<file path="src/rtl/pwm_pkg.sv">
`timescale 1ns/1ps
package pwm_pkg;
    typedef enum logic {TB_STOP = 1'b0, TB_RUN = 1'b1} tb_state_e;

    // register addresses
    localparam int ADR_CTRL  = 0;
    localparam int ADR_PSC   = 1;
    localparam int ADR_PER   = 2;
    localparam int ADR_CHCFG = 3;
    localparam int ADR_CMP0  = 4;

    // control word bits
    localparam int CB_RUN   = 0;
    localparam int CB_PRE   = 1;
    localparam int CB_MOE   = 2;
    localparam int CB_FORCE = 3;

    // per-channel config field layout
    localparam int CF_EN     = 0;
    localparam int CF_POL    = 1;
    localparam int CF_CEN    = 2;
    localparam int CF_STRIDE = 4;
endpackage

</file>
<file path="src/rtl/pwm_timebase.sv">
`timescale 1ns/1ps
module pwm_timebase
    import pwm_pkg::*;
#(
    parameter int CNT_W = 16
) (
    input  logic             clk,
    input  logic             rst_n,
    input  logic             ctl_wr,
    input  logic             ctl_run,
    input  logic             force_upd,
    input  logic             arpe,
    input  logic [CNT_W-1:0] psc_pre,
    input  logic [CNT_W-1:0] arr_pre,
    output logic [CNT_W-1:0] cnt,
    output logic [CNT_W-1:0] pcnt,
    output logic             ue,
    output logic             running
);
    tb_state_e        st_q, st_d;
    logic [CNT_W-1:0] psc_sh, arr_sh, arr_eff;
    logic             tick, wrap;

    // next-state: START on run write, HALT on stop write
    always_comb begin
        st_d = st_q;
        unique case (st_q)
            TB_STOP: if (ctl_wr && ctl_run)  st_d = TB_RUN;
            TB_RUN:  if (ctl_wr && !ctl_run) st_d = TB_STOP;
        endcase
    end

    always_ff @(posedge clk) begin
        if (!rst_n) st_q <= TB_STOP;
        else        st_q <= st_d;
    end

    // outputs of the state machine
    always_comb begin
        running = (st_q == TB_RUN);
        arr_eff = arpe ? arr_sh : arr_pre;
        tick    = running && (pcnt >= psc_sh);
        wrap    = tick && (cnt >= arr_eff);
        ue      = force_upd || wrap;
    end

    always_ff @(posedge clk) begin
        if (!rst_n) begin
            pcnt <= '0;
            cnt  <= '0;
        end else if (force_upd) begin
            pcnt <= '0;
            cnt  <= '0;
        end else if (tick) begin
            pcnt <= '0;
            cnt  <= wrap ? '0 : cnt + 1'b1;
        end else if (running) begin
            pcnt <= pcnt + 1'b1;
        end
    end

    always_ff @(posedge clk) begin
        if (!rst_n) begin
            psc_sh <= '0;
            arr_sh <= '0;
        end else if (ue) begin
            psc_sh <= psc_pre;
            arr_sh <= arr_pre;
        end
    end
endmodule

</file>
<file path="src/rtl/pwm_channel.sv">
`timescale 1ns/1ps
module pwm_channel #(
    parameter int CNT_W = 16
) (
    input  logic             clk,
    input  logic             rst_n,
    input  logic             cmp_wr,
    input  logic [CNT_W-1:0] cmp_wdata,
    input  logic             ue,
    input  logic [CNT_W-1:0] cnt,
    input  logic             moe,
    input  logic             en,
    input  logic             pol,
    input  logic             cen,
    output logic             out,
    output logic             outn,
    output logic [CNT_W-1:0] cmp_act
);
    logic [CNT_W-1:0] cmp_pre;
    logic             ref_act;

    always_ff @(posedge clk) begin
        if (!rst_n) begin
            cmp_pre <= '0;
            cmp_act <= '0;
        end else begin
            if (cmp_wr) cmp_pre <= cmp_wdata;
            if (ue)     cmp_act <= cmp_pre;
        end
    end

    always_comb begin
        ref_act = (cnt < cmp_act);
        out     = pol ^ (moe & en  &  ref_act);
        outn    = pol ^ (moe & cen & ~ref_act);
    end
endmodule

</file>
<file path="src/rtl/pwm_quad_gen.sv">
`timescale 1ns/1ps
module pwm_quad_gen
    import pwm_pkg::*;
#(
    parameter  int NUM_CH = 4,
    parameter  int CNT_W  = 16,
    localparam int AW     = $clog2(ADR_CMP0 + NUM_CH)
) (
    input  logic              clk,
    input  logic              rst_n,
    input  logic              wr_en,
    input  logic [AW-1:0]     wr_addr,
    input  logic [CNT_W-1:0]  wr_data,
    output logic [NUM_CH-1:0] pwm_o,
    output logic [NUM_CH-1:0] pwm_n_o
);
    logic                         ctl_wr, force_upd, arpe_q, moe_q;
    logic [CNT_W-1:0]             psc_pre_q, arr_pre_q, cnt, pcnt;
    logic                         ue, running;
    logic [NUM_CH-1:0]            en_q, pol_q, cen_q;
    logic [NUM_CH-1:0][CNT_W-1:0] cmp_act;

    assign ctl_wr    = wr_en && (wr_addr == AW'(ADR_CTRL));
    assign force_upd = ctl_wr && wr_data[CB_FORCE];

    always_ff @(posedge clk) begin
        if (!rst_n) begin
            arpe_q    <= 1'b0;
            moe_q     <= 1'b0;
            psc_pre_q <= '0;
            arr_pre_q <= '0;
            en_q      <= '0;
            pol_q     <= '0;
            cen_q     <= '0;
        end else if (wr_en) begin
            if (wr_addr == AW'(ADR_CTRL)) begin
                arpe_q <= wr_data[CB_PRE];
                moe_q  <= wr_data[CB_MOE];
            end
            if (wr_addr == AW'(ADR_PSC)) psc_pre_q <= wr_data;
            if (wr_addr == AW'(ADR_PER)) arr_pre_q <= wr_data;
            if (wr_addr == AW'(ADR_CHCFG)) begin
                for (int c = 0; c < NUM_CH; c++) begin
                    en_q[c]  <= wr_data[c*CF_STRIDE + CF_EN];
                    pol_q[c] <= wr_data[c*CF_STRIDE + CF_POL];
                    cen_q[c] <= wr_data[c*CF_STRIDE + CF_CEN];
                end
            end
        end
    end

    pwm_timebase #(.CNT_W(CNT_W)) u_tb (
        .clk       (clk),
        .rst_n     (rst_n),
        .ctl_wr    (ctl_wr),
        .ctl_run   (wr_data[CB_RUN]),
        .force_upd (force_upd),
        .arpe      (arpe_q),
        .psc_pre   (psc_pre_q),
        .arr_pre   (arr_pre_q),
        .cnt       (cnt),
        .pcnt      (pcnt),
        .ue        (ue),
        .running   (running)
    );

    for (genvar g = 0; g < NUM_CH; g++) begin : g_ch
        logic cmp_wr;
        assign cmp_wr = wr_en && (wr_addr == AW'(ADR_CMP0 + g));
        pwm_channel #(.CNT_W(CNT_W)) u_ch (
            .clk       (clk),
            .rst_n     (rst_n),
            .cmp_wr    (cmp_wr),
            .cmp_wdata (wr_data),
            .ue        (ue),
            .cnt       (cnt),
            .moe       (moe_q),
            .en        (en_q[g]),
            .pol       (pol_q[g]),
            .cen       (cen_q[g]),
            .out       (pwm_o[g]),
            .outn      (pwm_n_o[g]),
            .cmp_act   (cmp_act[g])
        );
    end
endmodule

</file>
<file path="config.mk">
export PLATFORM = sky130hd
export DESIGN_NAME = pwm_quad_gen
export DESIGN_NICKNAME = d
export VERILOG_FILES = /design/src/rtl/pwm_pkg.sv /design/src/rtl/pwm_timebase.sv /design/src/rtl/pwm_channel.sv /design/src/rtl/pwm_quad_gen.sv
export SDC_FILE = /design/constraint.sdc
export NUM_CORES = 1
export LEC_CHECK = 0
export BUFFER_PORTS_ARGS = -buffer_cell sky130_fd_sc_hd__buf_2
export CAP_MARGIN = 20
export CORE_ASPECT_RATIO = 1.2
export CORE_MARGIN = 10
export CORE_UTILIZATION = 63
export DETAILED_ROUTE_END_ITERATION = 16
export PLACE_DENSITY = 0.9
export SYNTH_ARGS = -nofsm -noshare
export SYNTH_HDL_FRONTEND = slang
export SYNTH_HIERARCHICAL = 1
export SYNTH_SLANG_ARGS = --single-unit
export TNS_END_PERCENT = 5
</file>
<file path="constraint.sdc">
create_clock -name clk -period 4.71 [get_ports clk]
set_clock_uncertainty 0.05 [all_clocks]
set_input_delay 0.2355 -clock clk [delete_from_list [all_inputs] [get_ports clk]]
set_output_delay 0.2355 -clock clk [all_outputs]
set_load 0.05 [all_outputs]
</file>
Yosys cells after proc, flatten, opt, wreduce, memory -nomap -nowiden:

Index checks and enable logic that the tools add are counted.

* output and inout port bits: 8
* flip-flop bits (word level): 239

* eq/ne operators: 7
* $lt $le $gt $ge: 6
* $add $sub $neg: 2
* muxes and demuxes: 5
* bitwise logic cells: 30
* reductions and logical operators: 19

Operator list (number)
* 16-bit less-than comparator: 4
* 16-bit by 1-bit adder with 16-bit output (second input constant): 2
* 16-bit >= comparator: 2
* 16-bit two-way mux: 2
* 1-bit AND: 16
* 3-bit == test (second input constant): 4
* 1-bit logical AND: 10
* 2-bit AND reduction: 4
* 1-bit XOR: 8
* 3-bit by 2-bit == test with 1-bit output (second input constant): 2
* 1-bit NOT: 6
* 3-bit by 1-bit == test with 1-bit output (second input constant): 1
* 3-bit zero test: 1
* 3-bit OR reduction: 1
* 1-bit two-way mux: 2
* 1-bit one-hot mux with 2 select lines: 1
* 2-bit OR reduction: 1
* 1-bit zero test: 1
* 1-bit logical OR: 1

Depth between registers and ports, before layout:

Gate-level depths: netlist of run 1.

* depth after elaboration: 5
* depth in mapped cells: 15
* depth with buffers taken out: 10

Hierarchy:

Netlist of run 1, hierarchy kept.

By module, submodules not included
* pwm_channel: instances 4, area each 1614.0 µm², cells each 165
* pwm_timebase: instances 1, area each 3729.8 µm², cells each 427
* pwm_quad_gen: instances 1, area each 1764.2 µm², cells each 178

Worst setup path after synthesis of run 1:

OpenSTA, ideal clock, no wires.

* path kind: reg2reg
* from: register arpe_q
* to: register g_ch[0].u_ch.cmp_act[0]
* setup time: 116 ps
* slack: 898 ps
* required time: 4544 ps
* arrival: 3646 ps
* clock period less this slack: 3812 ps
* cell stages (with the launch flop): 15
* buffers on the path: 5
* cell sequence: dfxtp_1 clkbuf_1 clkbuf_1 mux2i_1 ha_1 a2111oi_0 o31ai_1 a21o_1 a21oi_1 buf_2 inv_1 buf_2 buf_2 mux2i_1 nor2b_1

* word-level cells in the longest chain between the ends: 4

Ends and longest elaborated chain
* start, declared: RTL line pwm_quad_gen.sv:17 `logic ctl_wr, force_upd, arpe_q, moe_q;`
* start signal, assigned: RTL line pwm_quad_gen.sv:37 `arpe_q <= wr_data[CB_PRE];`
* 16-bit two-way mux: RTL line pwm_timebase.sv:41 `arr_eff = arpe ? arr_sh : arr_pre;`
* 16-bit >= comparator: RTL line pwm_timebase.sv:43 `wrap = tick && (cnt >= arr_eff);`
* 1-bit logical AND: RTL line pwm_timebase.sv:43
* 1-bit logical OR: RTL line pwm_timebase.sv:44 `ue = force_upd || wrap;`
* net ue: RTL line pwm_quad_gen.sv:19 `logic ue, running;`
* end signal, assigned: RTL line pwm_channel.sv:28 `if (ue) cmp_act <= cmp_pre;`
* end, declared: RTL line pwm_channel.sv:17 `output logic [CNT_W-1:0] cmp_act`

The timed path passes the listed nets, and every way through them passes these cells.
A chain may end at the register's enable or synchronous reset.

Worst setup path after layout of run 1:

* from: register arpe_q
* to: register g_ch[0].u_ch.cmp_act[12]

Same word-level chain as after synthesis.

==> results of run 1 <==
-- critical path, cell delays in order (launching register included) --
cell,delay (ns)
dfxtp_1,0.47
buf_4,0.30
mux2i_1,0.12
ha_1,0.32
and4_1,0.22
nand3_1,0.09
o31ai_1,0.40
a21o_1,0.52
a21oi_4,0.11
clkinv_2,0.06
buf_4,0.84
mux2i_1,0.31
nor2b_1,0.08
-- power by group --
group	switching [uW]	leakage, uW	internal, uW
sequential	15.7	0.00193	2040
clock	796	0.000411	1210
combinational	145	0.00276	83.3
total	956	0.00510	3330
-- cells by family (layout without fill, tap and decap cells) --
| group | count (synthesis) | after routing |
|---|---|---|
| buffers and inverters | 144 | 168 |
| and+or+nand+nor | 419 | 419 |
| xor gates and xnor gates | 23 | 23 |
| other | 0 | 2 |
| AOI/OAI and AO/OA | 122 | 122 |
| muxes | 224 | 224 |
| adders and majority gates | 94 | 94 |
| DFF | 239 | 239 |
-- state kept, by name (all words and copies together) (netlist names), named ones only --
name and flops:
arpe_q 1, arr_pre_q 16, cen_q 4, en_q 4, g_ch.u_ch/cmp_act 64, g_ch.u_ch/cmp_pre 64
moe_q 1, pol_q 4, psc_pre_q 16, u_tb/arr_sh 16, u_tb/cnt 16, u_tb/pcnt 16
u_tb/psc_sh 16
-- metrics by stage --
stage | hold WS (ns) | setup slack [ns] | cells
floorplan | 0.314 | 0.898 | 1265
global placement | 0.390 | 1.02 | 1501
detailed placement | 0.394 | 0.813 | 1501
CTS | 0.00257 | 0.651 | 1545
global route | 0.0294 | 0.365 | 1545
finish | 0.0221 | 0.583 | 1547
-- synthesized netlist by cell type, types with 3 or more instances --
| library cell | instances |
|---|---|
| clkbuf_1 | 34 |
| mux2i_1 | 223 |
| ha_1 | 94 |
| inv_1 | 84 |
| xnor2_1 | 8 |
| a32oi_1 | 4 |
| and3_1 | 15 |
| o31ai_1 | 4 |
| nand4_1 | 8 |
| a32o_1 | 7 |
| o21a_1 | 3 |
| a21oi_1 | 37 |
| buf_2 | 23 |
| a41oi_1 | 5 |
| and2_1 | 3 |
| or3_1 | 4 |
| o31ai_2 | 4 |
| nor2b_1 | 134 |
| o21ai_0 | 32 |
| dfxtp_1 | 239 |
| nand2_1 | 177 |
| nor3_1 | 4 |
| nor3b_1 | 6 |
| or4_1 | 4 |
| a21o_1 | 3 |
| xor2_1 | 15 |
| nand3_1 | 12 |
| nand2b_1 | 3 |
| nand4b_1 | 3 |
| nor2_1 | 36 |
| a211oi_1 | 10 |
-- final cells by class --
cell class | count | area [um2]
fillers | 1273 | 5680
clock inverters | 7 | 90.1
well taps | 256 | 320
diodes | 2 | 5.00
repair buffers | 40 | 234
inverters | 84 | 317
flip-flops and latches | 239 | 4780
clock buffers | 37 | 751
multi-input cells | 882 | 6600
-- path summary, 6_finish.rpt --
check / startpoint / to / slack, ns / depth (start not counted)
min: wr_data[2] / g_ch[0].u_ch/cmp_pre[2] / 0.02 / 3
max reg2reg: arpe_q / g_ch[0].u_ch/cmp_act[12] / 0.58 / 12
max: arpe_q / g_ch[0].u_ch/cmp_act[12] / 0.58 / 12
min reg2reg: psc_pre_q[0] / u_tb/psc_sh[0] / 0.40 / 2
-- metal layers --
metal,GRT usage,up-vias,wire [um]
met1,0.246,4343,11100
met3,0.0396,92,1670
met4,0.0977,0,1130
met2,0.391,289,13900
met5,0,-,0
li1,-,4337,-
==> flow_summary.toml, run 1 <==
[outcome]
status = "finished clean"

[clock_tree]
cts_tree = "yes"
cts-root-buf = "clkbuf_16"
htree_num_levels = 1
cts_made_buffers = 25
cts_setup_buffers = 0
insertion_delay_ns = 0.53
cts_hold_buf = 0
clock_path_buffers = 3
clk_pin_slew_ns = 0.06
cts_resized = 0
cts.sinks = 239

[worst_setup_path]
start_kind = "register"
cp_max_fo = 64
path_class = "reg2reg"
required_ns = 5.05
cp.arrival_ns = 4.47
cp-end-kind = "register"

[synth]
synthesis.area_um2 = 12000
synth_edf_count = 0
synth.top_cells.by_area = "dfxtp_1 (40%), mux2i_1 (19%), ha_1 (9.8%)"
synth.net_count = 1381
synth_top_family_by_area = "multiplexers"
synth_flop_cell = "dfxtp_1"
ys_ff_latch = 239
ys_async_sr_fraction = 0
synth-compound-area-share = 0.0693
yosysWarnings = 6
synth_top_cell_by_area = "dfxtp_1"
synth_simple_gate_area_share = 0.178
muxShareOfSynthArea = 0.188
synth.distinct_cells = 50
syn_inst = 1265
synth_top_area_share = 0.400
synthXorXnorAreaFrac = 0.0169
avgSynthCellArea_um2 = 9.45
synth_seq_area_share = 0.400
synthAdderAreaFrac = 0.0984

[place]
place_area_um2 = 12300
routabilityCongestion = 0.871
io_buffers = 29
dp_hpwl_mm = 18.6

[global_routing]
overflow = 0
grt_pass1_wl_mm = 45.3
antenna_found_initial = 2
track_usage = 0.217
grt_pass1_vias = 9230
grt_max_degree = 100

[floorplanning]
die_y_um = 171
coreArea_um2 = 18800
start_util = 0.636
die-width_um = 146
pin_count = 30
fp.dieArea_um2 = 24900
rows = 55

[sta]
fin_crit_ns = 4.13
fin_crit_sh = 0.876
tightest_slew_ns = 1.14
drv_slew = 0
slew_headroom = 0.237
fmax_ghz = 0.242
finalSetupTns_ns = 0
rsz0062_at_grt = "no"
hold_viol = 0
setup_violations = 0

[layout]
final_util = 0.698
layout_common_cells = "dfxtp_1 (239), mux2i_1 (223), nand2_1 (177)"
fin_nets = 1388
layout_commonest_cell = "dfxtp_1"
final_area_um2 = 13100
area_growth_pct = 9.66
layout-drive-gt1-share = 0.0760

[routing]
route.vias.total = 9061
drtPass1Iterations = 5
wl_per_cell_um = 18.0
drtIter0Drc = 768
viasPerCell = 5.86
drc_errors = 0
routed_wl_mm = 27.8
final_antenna_net_count = 0

[power]
finalPower_uw = 4290
cellLeakagePower_uw = 0.00510
ir_drop_uv = 384
p_per_area_nw_per_um2 = 327

[hold_path]
min_path_type = "in2reg"

[flow_run]
cap_violations = 0
(Power assumes the default switching activity.)
==> run 2: changes to the inputs <==
==> constraint.sdc (replaced) <==
create_clock -name clk -period 4.35 [get_ports clk]
set_clock_uncertainty 0.05 [all_clocks]
set_input_delay 0.2175 -clock clk [delete_from_list [all_inputs] [get_ports clk]]
set_output_delay 0.2175 -clock clk [all_outputs]
set_load 0.05 [all_outputs]
==> flow_summary.toml, run 2 (synthesis gave the netlist of run 1 again) <==
[floorplanning]
rows = 55
pin_count = 30
die_y_um = 171
start_util = 0.636
coreArea_um2 = 18800
die-width_um = 146
fp.dieArea_um2 = 24900

[layout]
final_util = 0.702
layout-drive-gt1-share = 0.0767
layout_commonest_cell = "dfxtp_1"
area_growth_pct = 10.3
reg_top3 = "g_ch.u_ch/cmp_act (64), g_ch.u_ch/cmp_pre (64)"
layout_common_cells = "dfxtp_1 (239), mux2i_1 (223), nand2_1 (177)"
final_area_um2 = 13200
fin_nets = 1388

[routing]
final_antenna_net_count = 0
drtPass1Iterations = 5
route.vias.total = 9007
drc_errors = 0
viasPerCell = 5.82
routed_wl_mm = 27.9
wl_per_cell_um = 18.0
drtIter0Drc = 884

[sta]
finalSetupTns_ns = 0
tightest_slew_ns = 0.962
fin_crit_ns = 3.66
setup_violations = 0
fin_crit_sh = 0.840
hold_viol = 0
holdWs_ns = 0.0171
drv_slew = 0
fmax_ghz = 0.274
slew_headroom = 0.356
rsz0062_at_grt = "no"

[global_routing]
grt_pass1_wl_mm = 45.3
use_met1 = 0.255
antenna_found_initial = 0
grt_pass1_vias = 9066
busiest_layer = "met2"
grt.met3_usage = 0.0299
grt_max_degree = 227
grt_use_met2 = 0.394
track_usage = 0.218
overflow = 0

[clock_tree]
clk_pin_slew_ns = 0.06
cts_setup_buffers = 0
cts_resized = 0
clock_path_buffers = 3
cts_tree = "yes"
cts_hold_buf = 0
cts-root-buf = "clkbuf_16"
cts.sinks = 239
cts_made_buffers = 25
htree_num_levels = 1
insertion_delay_ns = 0.51

[power]
combinationalPowerShare = 0.051
power_switching_uw = 1040
p_per_area_nw_per_um2 = 364
pwr-share-clk = 0.484
switching_share = 0.217
ir_drop_uv = 335
seqPwrFrac = 0.465
intPower_uw = 3760
cellLeakagePower_uw = 0.00513

[worst_setup_path]
path_class = "reg2reg"
cp-end-kind = "register"
required_ns = 4.69
cp.arrival_ns = 4.00
start_kind = "register"
cp_max_fo = 45

[place]
routabilityCongestion = 0.868
dp_hpwl_mm = 18.7
io_buffers = 29
place_area_um2 = 12300

[flow_run]
cap_violations = 0

[hold_path]
min_path_type = "in2reg"

[outcome]
status = "finished clean"
==> run 2: area by class of cell <==
cell class	count	area [um2]
antenna	1	2.50
clock buffer	35	723
clock inverter	10	184
fill	1261	5610
inverter	84	317
multi-input combinational	882	6600
sequential	239	4780
tap	256	320
timing repair buffer	40	246
==> run 2: power by group through the flow <==
stage | clock (uW) | combinational [uW] | sequential (uW)
2_1_floorplan | 0 | 173 | 2270
3_3_place_gp | 0 | 235 | 2280
3_5_place_dp | 0 | 240 | 2280
4_1_cts | 2340 | 242 | 2230
5_1_grt | 2440 | 262 | 2230
6_report | 2320 | 246 | 2230
==> run 2: routing by layer <==
| metal | part of all wire | up-vias |
|---|---|---|
| met4 | 0.036 | 0 |
| li1 | - | 4343 |
| met1 | 0.41 | 4272 |
| met5 | 0 | - |
| met3 | 0.056 | 81 |
| met2 | 0.50 | 311 |
==> run 2: path summary, 6_finish.rpt <==
kind	startpoint	cells after the start	slack (ns)	to
worst min-delay path	wr_data[8]	3	0.02	g_ch[1].u_ch/cmp_pre[8]
worst min register to register	psc_pre_q[8]	2	0.40	u_tb/psc_sh[8]
worst max register to register	arpe_q	12	0.69	g_ch[0].u_ch/cmp_act[11]
worst max-delay path	arpe_q	12	0.69	g_ch[0].u_ch/cmp_act[11]
==> run 2: worst max-delay path, stage by stage (launching register included) <==
cell,delay [ns]
dfxtp_1,0.34
buf_4,0.29
mux2i_1,0.30
ha_1,0.17
and4_1,0.23
nand3_1,0.10
o31ai_1,0.29
a21o_1,0.49
a21oi_4,0.12
clkinv_2,0.07
buf_4,0.61
mux2i_1,0.35
nor2b_1,0.09
==> run 2: through the flow <==
stage               std cells  setup slack, ns  total power, uW
finish                   1547            0.694             4800
global route             1546            0.509             4930
CTS                      1546            0.741             4810
detailed placement       1501            0.878             2520
global placement         1501            0.979             2510
floorplan                1265            0.538             2450
